===== config.mk =====
export PLATFORM = sky130hd
export DESIGN_NAME = vid_embsync_decoder
export DESIGN_NICKNAME = d
export VERILOG_FILES = /design/src/rtl/emb_pkg.sv /design/src/rtl/emb_trs_detect.sv /design/src/rtl/emb_xy_fix.sv /design/src/rtl/vid_embsync_decoder.sv
export SDC_FILE = /design/constraint.sdc
export NUM_CORES = 1
export LEC_CHECK = 0
export CORE_AREA = 2 2 100 102
export CTS_BUF_LIST = sky130_fd_sc_hd__clkbuf_4
export DETAILED_ROUTE_END_ITERATION = 6
export DIE_AREA = 0 0 102 104
export DONT_BUFFER_PORTS = 1
export HOLD_SLACK_MARGIN = 0.06
export PLACE_DENSITY = 0.42
export SLEW_MARGIN = 10
export SYNTH_ARGS = -nofsm -noshare
export SYNTH_HDL_FRONTEND = slang
export SYNTH_SLANG_ARGS = --single-unit

===== constraint.sdc =====
create_clock -name clk -period 8.3 [get_ports clk]
set_input_delay 0.83 -clock clk [delete_from_list [all_inputs] [get_ports clk]]
set_output_delay 0.83 -clock clk [all_outputs]
set_load 0.03 [all_outputs]

===== src/rtl/emb_pkg.sv =====
package emb_pkg;
    localparam int DW = 10;
    localparam int XW = 8;
    localparam int PRE_LEN = 3;

    typedef struct packed {
        logic [DW-1:0] data;
        logic          tag;
    } smp_t;

    typedef struct packed {
        smp_t [PRE_LEN-1:0] sh;
        smp_t               outp;
        logic               f;
        logic               v;
        logic               h;
        logic               err;
    } dec_st_t;

    function automatic logic [XW-1:0] mk_code(input logic f, input logic v, input logic h);
        mk_code = {1'b1, f, v, h, v ^ h, f ^ h, f ^ v, f ^ v ^ h};
    endfunction
endpackage


===== src/rtl/emb_trs_detect.sv =====
module emb_trs_detect
    import emb_pkg::*;
(
    input  logic          enable,
    input  logic          wide_mode,
    input  logic [DW-1:0] din,
    input  logic [DW-1:0] d0,
    input  logic [DW-1:0] d1,
    input  logic [DW-1:0] d2,
    output logic [DW-1:0] smp,
    output logic [XW-1:0] xy,
    output logic          hit
);
    localparam logic [DW-1:0] ONES_W = {DW{1'b1}};
    localparam logic [DW-1:0] ONES_N = {{(DW-XW){1'b0}}, {XW{1'b1}}};

    logic [DW-1:0] lead;

    always_comb begin
        smp  = wide_mode ? din : {{(DW-XW){1'b0}}, din[XW-1:0]};
        xy   = wide_mode ? din[DW-1:DW-XW] : din[XW-1:0];
        lead = wide_mode ? ONES_W : ONES_N;
        hit  = enable && (d2 == lead) && (d1 == '0) && (d0 == '0);
    end
endmodule


===== src/rtl/emb_xy_fix.sv =====
module emb_xy_fix
    import emb_pkg::*;
(
    input  logic          fix_en,
    input  logic [XW-1:0] xy,
    output logic          f,
    output logic          v,
    output logic          h,
    output logic          ok
);
    localparam int NCAND = 8;

    logic [NCAND-1:0] near;

    for (genvar c = 0; c < NCAND; c++) begin : g_cand
        logic [XW-1:0] cw;
        assign cw      = mk_code(c[2], c[1], c[0]);
        assign near[c] = ($countones(cw ^ xy) <= 1);
    end

    always_comb begin
        logic [2:0] pick;
        pick = xy[6:4];
        if (fix_en) begin
            for (int c = 0; c < NCAND; c++) begin
                if (near[c]) pick = 3'(c);
            end
        end
        ok = !fix_en || (|near);
        f  = pick[2];
        v  = pick[1];
        h  = pick[0];
    end
endmodule


===== src/rtl/vid_embsync_decoder.sv =====
module vid_embsync_decoder
    import emb_pkg::*;
(
    input  logic          clk,
    input  logic          rst_n,
    input  logic          enable,
    input  logic          wide_mode,
    input  logic          fix_en,
    input  logic [9:0]    din,
    output logic [9:0]    pix_out,
    output logic          pix_valid,
    output logic          line_valid,
    output logic          frame_valid,
    output logic          field_odd,
    output logic          xy_err
);
    dec_st_t       st_q, st_d;
    logic [DW-1:0] smp;
    logic [XW-1:0] xy;
    logic          hit;
    logic          fx_f, fx_v, fx_h, fx_ok;

    emb_trs_detect u_det (
        .enable    (enable),
        .wide_mode (wide_mode),
        .din       (din),
        .d0        (st_q.sh[0].data),
        .d1        (st_q.sh[1].data),
        .d2        (st_q.sh[2].data),
        .smp       (smp),
        .xy        (xy),
        .hit       (hit)
    );

    emb_xy_fix u_fix (
        .fix_en (fix_en),
        .xy     (xy),
        .f      (fx_f),
        .v      (fx_v),
        .h      (fx_h),
        .ok     (fx_ok)
    );

    always_comb begin
        st_d             = st_q;
        st_d.outp        = st_q.sh[PRE_LEN-1];
        for (int i = PRE_LEN - 1; i > 0; i--) begin
            st_d.sh[i] = st_q.sh[i-1];
        end
        st_d.sh[0].data  = smp;
        st_d.sh[0].tag   = enable && !st_q.h && !st_q.v;
        if (hit) begin
            // the preamble and flag word are never picture samples
            st_d.outp.tag = 1'b0;
            for (int i = 0; i < PRE_LEN; i++) begin
                st_d.sh[i].tag = 1'b0;
            end
            if (fx_ok) begin
                st_d.f = fx_f;
                st_d.v = fx_v;
                st_d.h = fx_h;
            end else begin
                st_d.err = 1'b1;
            end
        end
    end

    always_ff @(posedge clk) begin
        if (!rst_n) begin
            st_q     <= '0;
            st_q.v   <= 1'b1;
            st_q.h   <= 1'b1;
        end else begin
            st_q <= st_d;
        end
    end

    assign pix_out     = st_q.outp.data;
    assign pix_valid   = st_q.outp.tag;
    assign line_valid  = !st_q.h;
    assign frame_valid = !st_q.v;
    assign field_odd   = !st_q.f;
    assign xy_err      = st_q.err;
endmodule


# Yosys cells after proc, flatten, opt, wreduce, memory -nomap -nowiden
# Index checks and enable logic that the tools add are counted.
# totals
reg_bits	48
input_bits	15
# op_classes
n_addsub	53
order_cmp	8
n_eq_ne	1
muxes	11
n_bitwise	10
reduce_logical	17
# op_table
op	count
adder 32 bit	24
less-or-equal comparator 32 x 2 -> 1 bit (second input constant)	8
adder 1 x 1 -> 2 bit	29
NOT 5 bit	7
2-to-1 mux 3 bit	9
logical NOT 10 bit	2
equality test 10 bit	1
2-to-1 mux 10 bit	1
2-to-1 mux 8 bit	1
OR reduction 8 bit	1
AND reduction 2 bit	3
logical AND 1 bit	5
logical NOT 1 bit	4
NOT 1 bit	3
OR reduction 2 bit	1
logical OR 1 bit	1

# Logic depth before layout (Yosys ltp)
# Gate-level depths: netlist (run 1).
# depth
ltp_word	15
mapped_depth	17
ltp_nobuf	16

# Hierarchy
# From an unflattened synthesis (run 1), not the netlist that was laid out.
# unflattened
cells_unflattened	297
area_unflattened_um2	3094.2
# modules_own_cells
mod	instances	cells_each	area_each_um2
vid_embsync_decoder	1	121	1430.1
emb_xy_fix	1	144	1403.8
emb_trs_detect	1	32	260.2

# Worst setup path before layout (run 1)
# No wires, ideal clock.
# synth_path
kind	input-to-reg
from	input port wide_mode
to	register st_q[1] (netlist name)
arrival_ns	4.774
required_time_ns	8.205
path_slack_ns	3.431
path_stages	16
cell_sequence	clkbuf_1 mux2_2 inv_1 ha_1 inv_1 fa_1 inv_1 fa_1 inv_1 ha_1 fa_1 or3_1 and2_1 and4_1 nand2b_1 o311ai_1
# synth_via
elab_chain_len	15
elab_cells_between_ends	87
cone_classes	53 x add/sub; 8 x order compare; 1 x eq/ne; 11 x mux; 8 x bitwise; 6 x reduce/logical
# synth_lines
element	line	source
from (decl)	vid_embsync_decoder.sv:7	input logic wide_mode,
2-to-1 mux 8 bit	emb_trs_detect.sv:21	xy = wide_mode ? din[DW-1:DW-XW] : din[XW-1:0];
NOT 1 bit (no source line)	n/a	
adder 1 x 1 -> 2 bit (not written as such)	emb_xy_fix.sv:18	assign near[c] = ($countones(cw ^ xy) <= 1);
adder 32 bit (not written as such) (2 in a row)	emb_xy_fix.sv:18	
less-or-equal comparator 32 x 2 -> 1 bit	emb_xy_fix.sv:18	
2-to-1 mux 3 bit (8 in a row)	emb_xy_fix.sv:26	if (near[c]) pick = 3'(c);
2-to-1 mux 3 bit	emb_xy_fix.sv:24	if (fix_en) begin
to (signal assigned)	vid_embsync_decoder.sv:74	st_q <= st_d;
to (decl)	vid_embsync_decoder.sv:17	dec_st_t st_q, st_d;
# Parallel ways exist; a longest one is shown, timed or not.
# A chain may end at the register's enable or synchronous reset.

# Final worst setup path (run 1)
# Same ends and word-level chain as after synthesis.

==> results of run 1 <==
flip-flops by register name (all words and copies together) (netlist names):
register / cells
st_q: 6
pix_out: 10
st_d: 30
xy_err: 1
pix_valid: 1
per-stage QoR:
| step | instances | power, mW | utilization [%] | instance area, um2 | hold WS [ns] |
|---|---|---|---|---|---|
| 3_3_place_gp | 395 | 0.535 | 31.8 | 3040 | 0.435 |
| 6_report | 403 | 0.628 | 32.4 | 3090 | 0.455 |
| 5_1_grt | 403 | 0.700 | 32.4 | 3090 | 0.487 |
| 2_1_floorplan | 278 | 0.464 | - | 2970 | 0.420 |
| 3_5_place_dp | 395 | 0.535 | 31.8 | 3040 | 0.438 |
| 4_1_cts | 403 | 0.643 | 32.4 | 3090 | 0.468 |
cell families (layout without fill, tap and decap cells):
kind of cell             count (synthesis)  in the layout
buffers and inverters                   61             53
flip-flops                              48             48
AO/OA/AOI/OAI                           16             16
XOR/XNOR                                 1              1
adder cells (fa/ha/maj)                 63             63
multiplexers                             8              8
AND/OR/NAND/NOR                         81             81
synthesized netlist by cell type (all sizes together):
cell type | count | share of area, %
and3 | 6 | 1.4
nor3 | 7 | 1.2
nor4 | 3 | 0.63
and4 | 1 | 0.30
mux2 | 2 | 0.76
mux2i | 6 | 2.0
nand4b | 1 | 0.30
inv | 45 | 5.7
nor2 | 4 | 0.51
nand2b | 3 | 0.63
o21ai | 4 | 0.67
o311ai | 1 | 0.30
and3b | 1 | 0.30
nand3 | 1 | 0.17
xor2 | 1 | 0.30
nand3b | 2 | 0.51
a21boi | 1 | 0.25
or4 | 2 | 0.51
a22oi | 1 | 0.25
nand2 | 3 | 0.38
ha | 32 | 13
o31ai | 2 | 0.51
a21oi | 3 | 0.51
a211oi | 2 | 0.51
o211ai | 1 | 0.25
nand4 | 2 | 0.42
and2 | 40 | 8.5
a2111oi | 1 | 0.93
or3 | 4 | 1.0
nor4b | 1 | 0.30
buf | 10 | 2.5
dfxtp | 48 | 32
clkbuf | 6 | 0.76
fa | 31 | 21
power by group:
part | leakage [nW] | internal (mW) | switching, mW
clock | 0.0338 | 0.0392 | 0.0655
combinational | 0.993 | 0.119 | 0.164
sequential | 0.392 | 0.237 | 0.00406
metal layers:
metal	part of all wire [%]	GRT usage, %	up-vias
li1	-	-	854
met1	42	13.8	768
met3	3.2	2.35	9
met5	0	0	-
met4	2.7	4.86	0
met2	52	20.4	25
worst max-delay path: stages:
cell	delay (ns)
mux2_2	0.28
inv_1	0.08
ha_1	0.42
inv_1	0.21
fa_1	0.45
fa_1	0.45
ha_1	0.22
fa_1	0.44
nor3_1	0.52
nor4_1	0.16
and4_1	0.30
nand2b_1	0.20
o311ai_1	0.28
cells in the final DEF (no fill, tap or decap), types with 2 or more instances in the layout:
cell / instances
nand2_1: 3
nand3b_1: 2
nor4_1: 3
a211oi_1: 2
nand4_1: 2
nand2b_1: 3
a21oi_1: 3
fa_1: 31
dfxtp_1: 48
nor3_1: 7
o21ai_0: 4
nor2_1: 4
clkbuf_4: 7
or4_1: 2
and3_2: 3
mux2_2: 2
mux2i_1: 6
and2_1: 39
o31ai_1: 2
ha_1: 32
or3_1: 3
inv_1: 45
and3_1: 3
area by class of cell:
cell class / count / area (um2)
Inverter: 45 / 169
Clock inverter: 1 / 3.75
Tap cell: 133 / 166
Fill cell: 1003 / 6460
Multi-Input combinational cell: 169 / 1740
Clock buffer: 7 / 52.6
Sequential cell: 48 / 961
worst paths after layout:
check	startpoint	cells after the start	slack, ns	end
worst max-delay path	wide_mode	13	3.72	st_q[1]
worst min-delay path	st_d[40]	1	0.46	st_d[7]
worst max register to register	st_d[38]	5	6.03	st_q[3]
worst min register to register	st_d[40]	1	0.46	st_d[7]
==> flow_summary.toml, run 1 <==
[routing]
wirelength_um = 5490
ant_nets = 0
vias = 1656
viasPerCell = 4.11
post_drt_wl_per_cell_um = 13.6
remaining_drc_errors = 0
drt-initial-drc-count = 30
drtPass1Iterations = 4

[clocking]
tritoncts = "done"
clk_pin_slew_ns = 0.12
cts_num_sinks = 48
clockBufferDepth = 2
htreeDepth = 2
numCtsBuffers = 5
postCtsResizedCells = 0
ctsRootBufferMaster = "clkbuf_4"
hold_buffers = 0
clkLatencyLatePin_ns = 0.34
post_cts_buffers = 0

[layout]
final_nets = 347
n_antenna_cell = 0
area_growth_pct = 4.22
drive_above_1_share_pct = 5.56

[global_routing]
grt_use_total_pct = 11.7
antenna_found_initial = 0
grt_max_degree = 47
grt_pass1_wl_um = 9490
grt_pass1_vias = 1824
overflow = 0

[floorplanning]
initial_core_util_pct = 31.1
core_area_mm2 = 0.00955
fp-row-count = 36
ioPinCount = 30
dieArea_mm2 = 0.0106
die_h_um = 104
fp.dieW_um = 102

[min_path]
worstHoldPathType = "flop to flop"

[synth]
synth_top_family_by_area = "adder cells"
synth-xor-area-share_pct = 0.295
synthSimpleGateAreaFrac_pct = 17.0
synthMuxAreaShare_pct = 2.78
ys_ff_latch = 48
yosys.area_share.adder_pct = 34.4
synth_area_mm2 = 0.00297
postSynthCellCount = 278
synth-seq-area-share_pct = 32.4
synth_area_per_cell_um2 = 10.7
synth.distinct_cells = 37
ys_warn_count = 0
syn-num-nets = 356
synth_compound_area_share_pct = 4.17

[placement]
port_buffers = 0
dp_slack_ns = 3.35
finalWeightedCongestion = 0.757
hpwl_um = 4570

[sta]
final.setup.tns_ns = 0
max-slew-margin-rel_pct = 59.9
fin_skew_ns = 0.00660
drv_slew = 0
setup_viol = 0
fin_crit_ns = 4.58
hold_viol = 0
worst_slew_pin_slew_ns = 0.597
grt_setup_unrepaired = "no"
fmax_mhz = 218
post-route-period-util_pct = 55.1
setup_ws_ns = 3.72

[worst_setup_path]
startpoint_type = "input port"
crit_required_ns = 8.56
timing_worst_setup_path_type = "input port to flop"
worstPathArrival_ns = 4.84
crit_fanout = 12
endpoint_kind = "flop"

[job]
drv_cap = 0

[outcome]
status = "completed"

[pwr]
ir_worst_vdd_mv = 0.0807
leakage_nw = 1.42
pwr_density_cell_mw_per_mm2 = 203
Power figures use the tool's default switching activity.
==> run 2: changes to the inputs <==
--- a/config.mk
+++ b/config.mk
@@ -11,7 +11,7 @@
 export DIE_AREA = 0 0 102 104
 export DONT_BUFFER_PORTS = 1
 export HOLD_SLACK_MARGIN = 0.06
-export PLACE_DENSITY = 0.42
+export PLACE_DENSITY = 0.43
 export SLEW_MARGIN = 10
 export SYNTH_ARGS = -nofsm -noshare
 export SYNTH_HDL_FRONTEND = slang
==> constraint.sdc (replaced) <==
create_clock -name clk -period 3.9 [get_ports clk]
set_input_delay 0.39 -clock clk [delete_from_list [all_inputs] [get_ports clk]]
set_output_delay 0.39 -clock clk [all_outputs]
set_load 0.03 [all_outputs]
==> run 2 against run 1 <==
Combinational power rose to 2.5 times the previous value; final area grew 7.4%; global-route usage rose by 0.66 points; critical endpoint is now st_q[2].
==> flow_summary.toml, run 2 (same netlist as run 1, synthesis figures left out) <==
[outcome]
status = "completed"

[worst_setup_path]
crit_fanout = 12
startpoint_type = "input port"
worstPathArrival_ns = 3.88
timing_worst_setup_path_type = "input port to flop"
crit_required_ns = 4.15
endpoint_kind = "flop"

[clocking]
clk_pin_slew_ns = 0.14
numCtsBuffers = 5
htreeDepth = 2
clkLatencyLatePin_ns = 0.35
ctsRootBufferMaster = "clkbuf_4"
postCtsResizedCells = 0
cts_num_sinks = 48
tritoncts = "done"
hold_buffers = 0
clockBufferDepth = 2
post_cts_buffers = 0

[sta]
fin_skew_ns = 0.00755
hold_viol = 0
holdWs_ns = 0.107
max-slew-margin-rel_pct = 54.1
setup_ws_ns = 0.262
post-route-period-util_pct = 93.3
worst_slew_pin_slew_ns = 0.683
fmax_mhz = 275
drv_slew = 0
setup_viol = 0
grt_setup_unrepaired = "no"
final.setup.tns_ns = 0
fin_crit_ns = 3.64

[routing]
wl_met3_um = 97
viasPerCell = 4.15
wirelength_um = 5820
vias = 1775
ant_nets = 0
drt-initial-drc-count = 53
post_drt_wl_per_cell_um = 13.6
dr_wl_met2_um = 3080
remaining_drc_errors = 0
wl_met1_um = 2550
routed.top_layer = "met4"
drtPass1Iterations = 3

[global_routing]
grt_pass1_wl_um = 10100
antenna_found_initial = 1
grt_max_degree = 47
grt_pass1_vias = 1992
grt_use_total_pct = 12.4
overflow = 0

[floorplanning]
initial_core_util_pct = 31.1
core_area_mm2 = 0.00955
die_h_um = 104
fp.dieW_um = 102
fp-row-count = 36
dieArea_mm2 = 0.0106
ioPinCount = 30

[placement]
hpwl_um = 4950
dp_slack_ns = -0.149
port_buffers = 0
finalWeightedCongestion = 0.766

[pwr]
power_frac_comb_pct = 49.3
pwr_density_cell_mw_per_mm2 = 433
power_frac_seq_pct = 35.6
p_total_mw = 1.44
intPower_mw = 0.911
switching_share_pct = 36.6
clockPowerShare_pct = 15.1
power.switching_mw = 0.527
leakage_nw = 1.54
ir_worst_vdd_mv = 0.134

[layout]
final_common_cell = "dfxtp_1"
n_fill_cell = 987
final_cell_mix = "48 x dfxtp_1, 42 x inv_1, 38 x and2_1, 31 x fa_1, 29 x ha_1"
post-route-util_pct = 34.8
largest_reg_flops = 30
area_growth_pct = 11.9
drive_above_1_share_pct = 17.3
final_nets = 372

[job]
drv_cap = 0

[min_path]
worstHoldPathType = "input port to flop"
## run 2: changes by cell type in the layout (fill, tap and decap cells not counted), sizes merged
| cell | before | now |
|---|---|---|
| clkbuf | 7 | 5 |
| diode | 0 | 1 |
| clkinvlp | 0 | 1 |
| buf | 0 | 25 |
## run 2: critical path: stages
cell	delay (ns)
mux2i_1	0.20
inv_1	0.10
ha_1	0.26
buf_4	0.17
fa_1	0.49
inv_1	0.06
fa_1	0.49
inv_1	0.04
ha_1	0.18
inv_1	0.07
fa_1	0.42
and3b_1	0.21
nor4_1	0.26
and4_4	0.32
nand2b_4	0.14
o211ai_1	0.09
## run 2: path summary, 6_finish.rpt
check        cells past startpoint       from        to  slack [ns]
max                             16  wide_mode   st_q[2]        0.26
min                              1      rst_n   st_q[1]        0.11
max reg2reg                      5   st_d[38]   st_q[1]        1.54
min reg2reg                      1   st_d[31]  st_d[42]        0.46
## run 2: cell type report
cell class,count,area [um2],area share (%)
Clock buffer,5,37.5,1.13
Tap cell,133,166,5.01
Multi-Input combinational cell,169,1780,53.7
Antenna cell,1,2.50,0.0753
Clock inverter,2,12.5,0.377
Sequential cell,48,961,28.9
Timing Repair Buffer,25,188,5.65
Inverter,45,171,5.16
## run 2: power groups by stage
stage | combinational [mW] | sequential, mW | clock, mW
after floorplan | 0.505 | 0.518 | 0
after global placement | 0.710 | 0.524 | 0
after detailed placement | 0.718 | 0.524 | 0
after CTS | 0.723 | 0.513 | 0.230
after global routing | 0.824 | 0.515 | 0.251
final | 0.709 | 0.512 | 0.217
## run 2: stage by stage
step                cells  area (um2)
CTS                   427        3320
global route          428        3320
global placement      420        3270
finish                428        3320
detailed placement    420        3270
floorplan             278        3020
## run 2: layer usage
| metal | up-vias | GRT usage [%] |
|---|---|---|
| li1 | 900 | - |
| met1 | 848 | 15.1 |
| met2 | 21 | 22.2 |
| met3 | 6 | 1.68 |
| met4 | 0 | 4.00 |
| met5 | - | 0 |
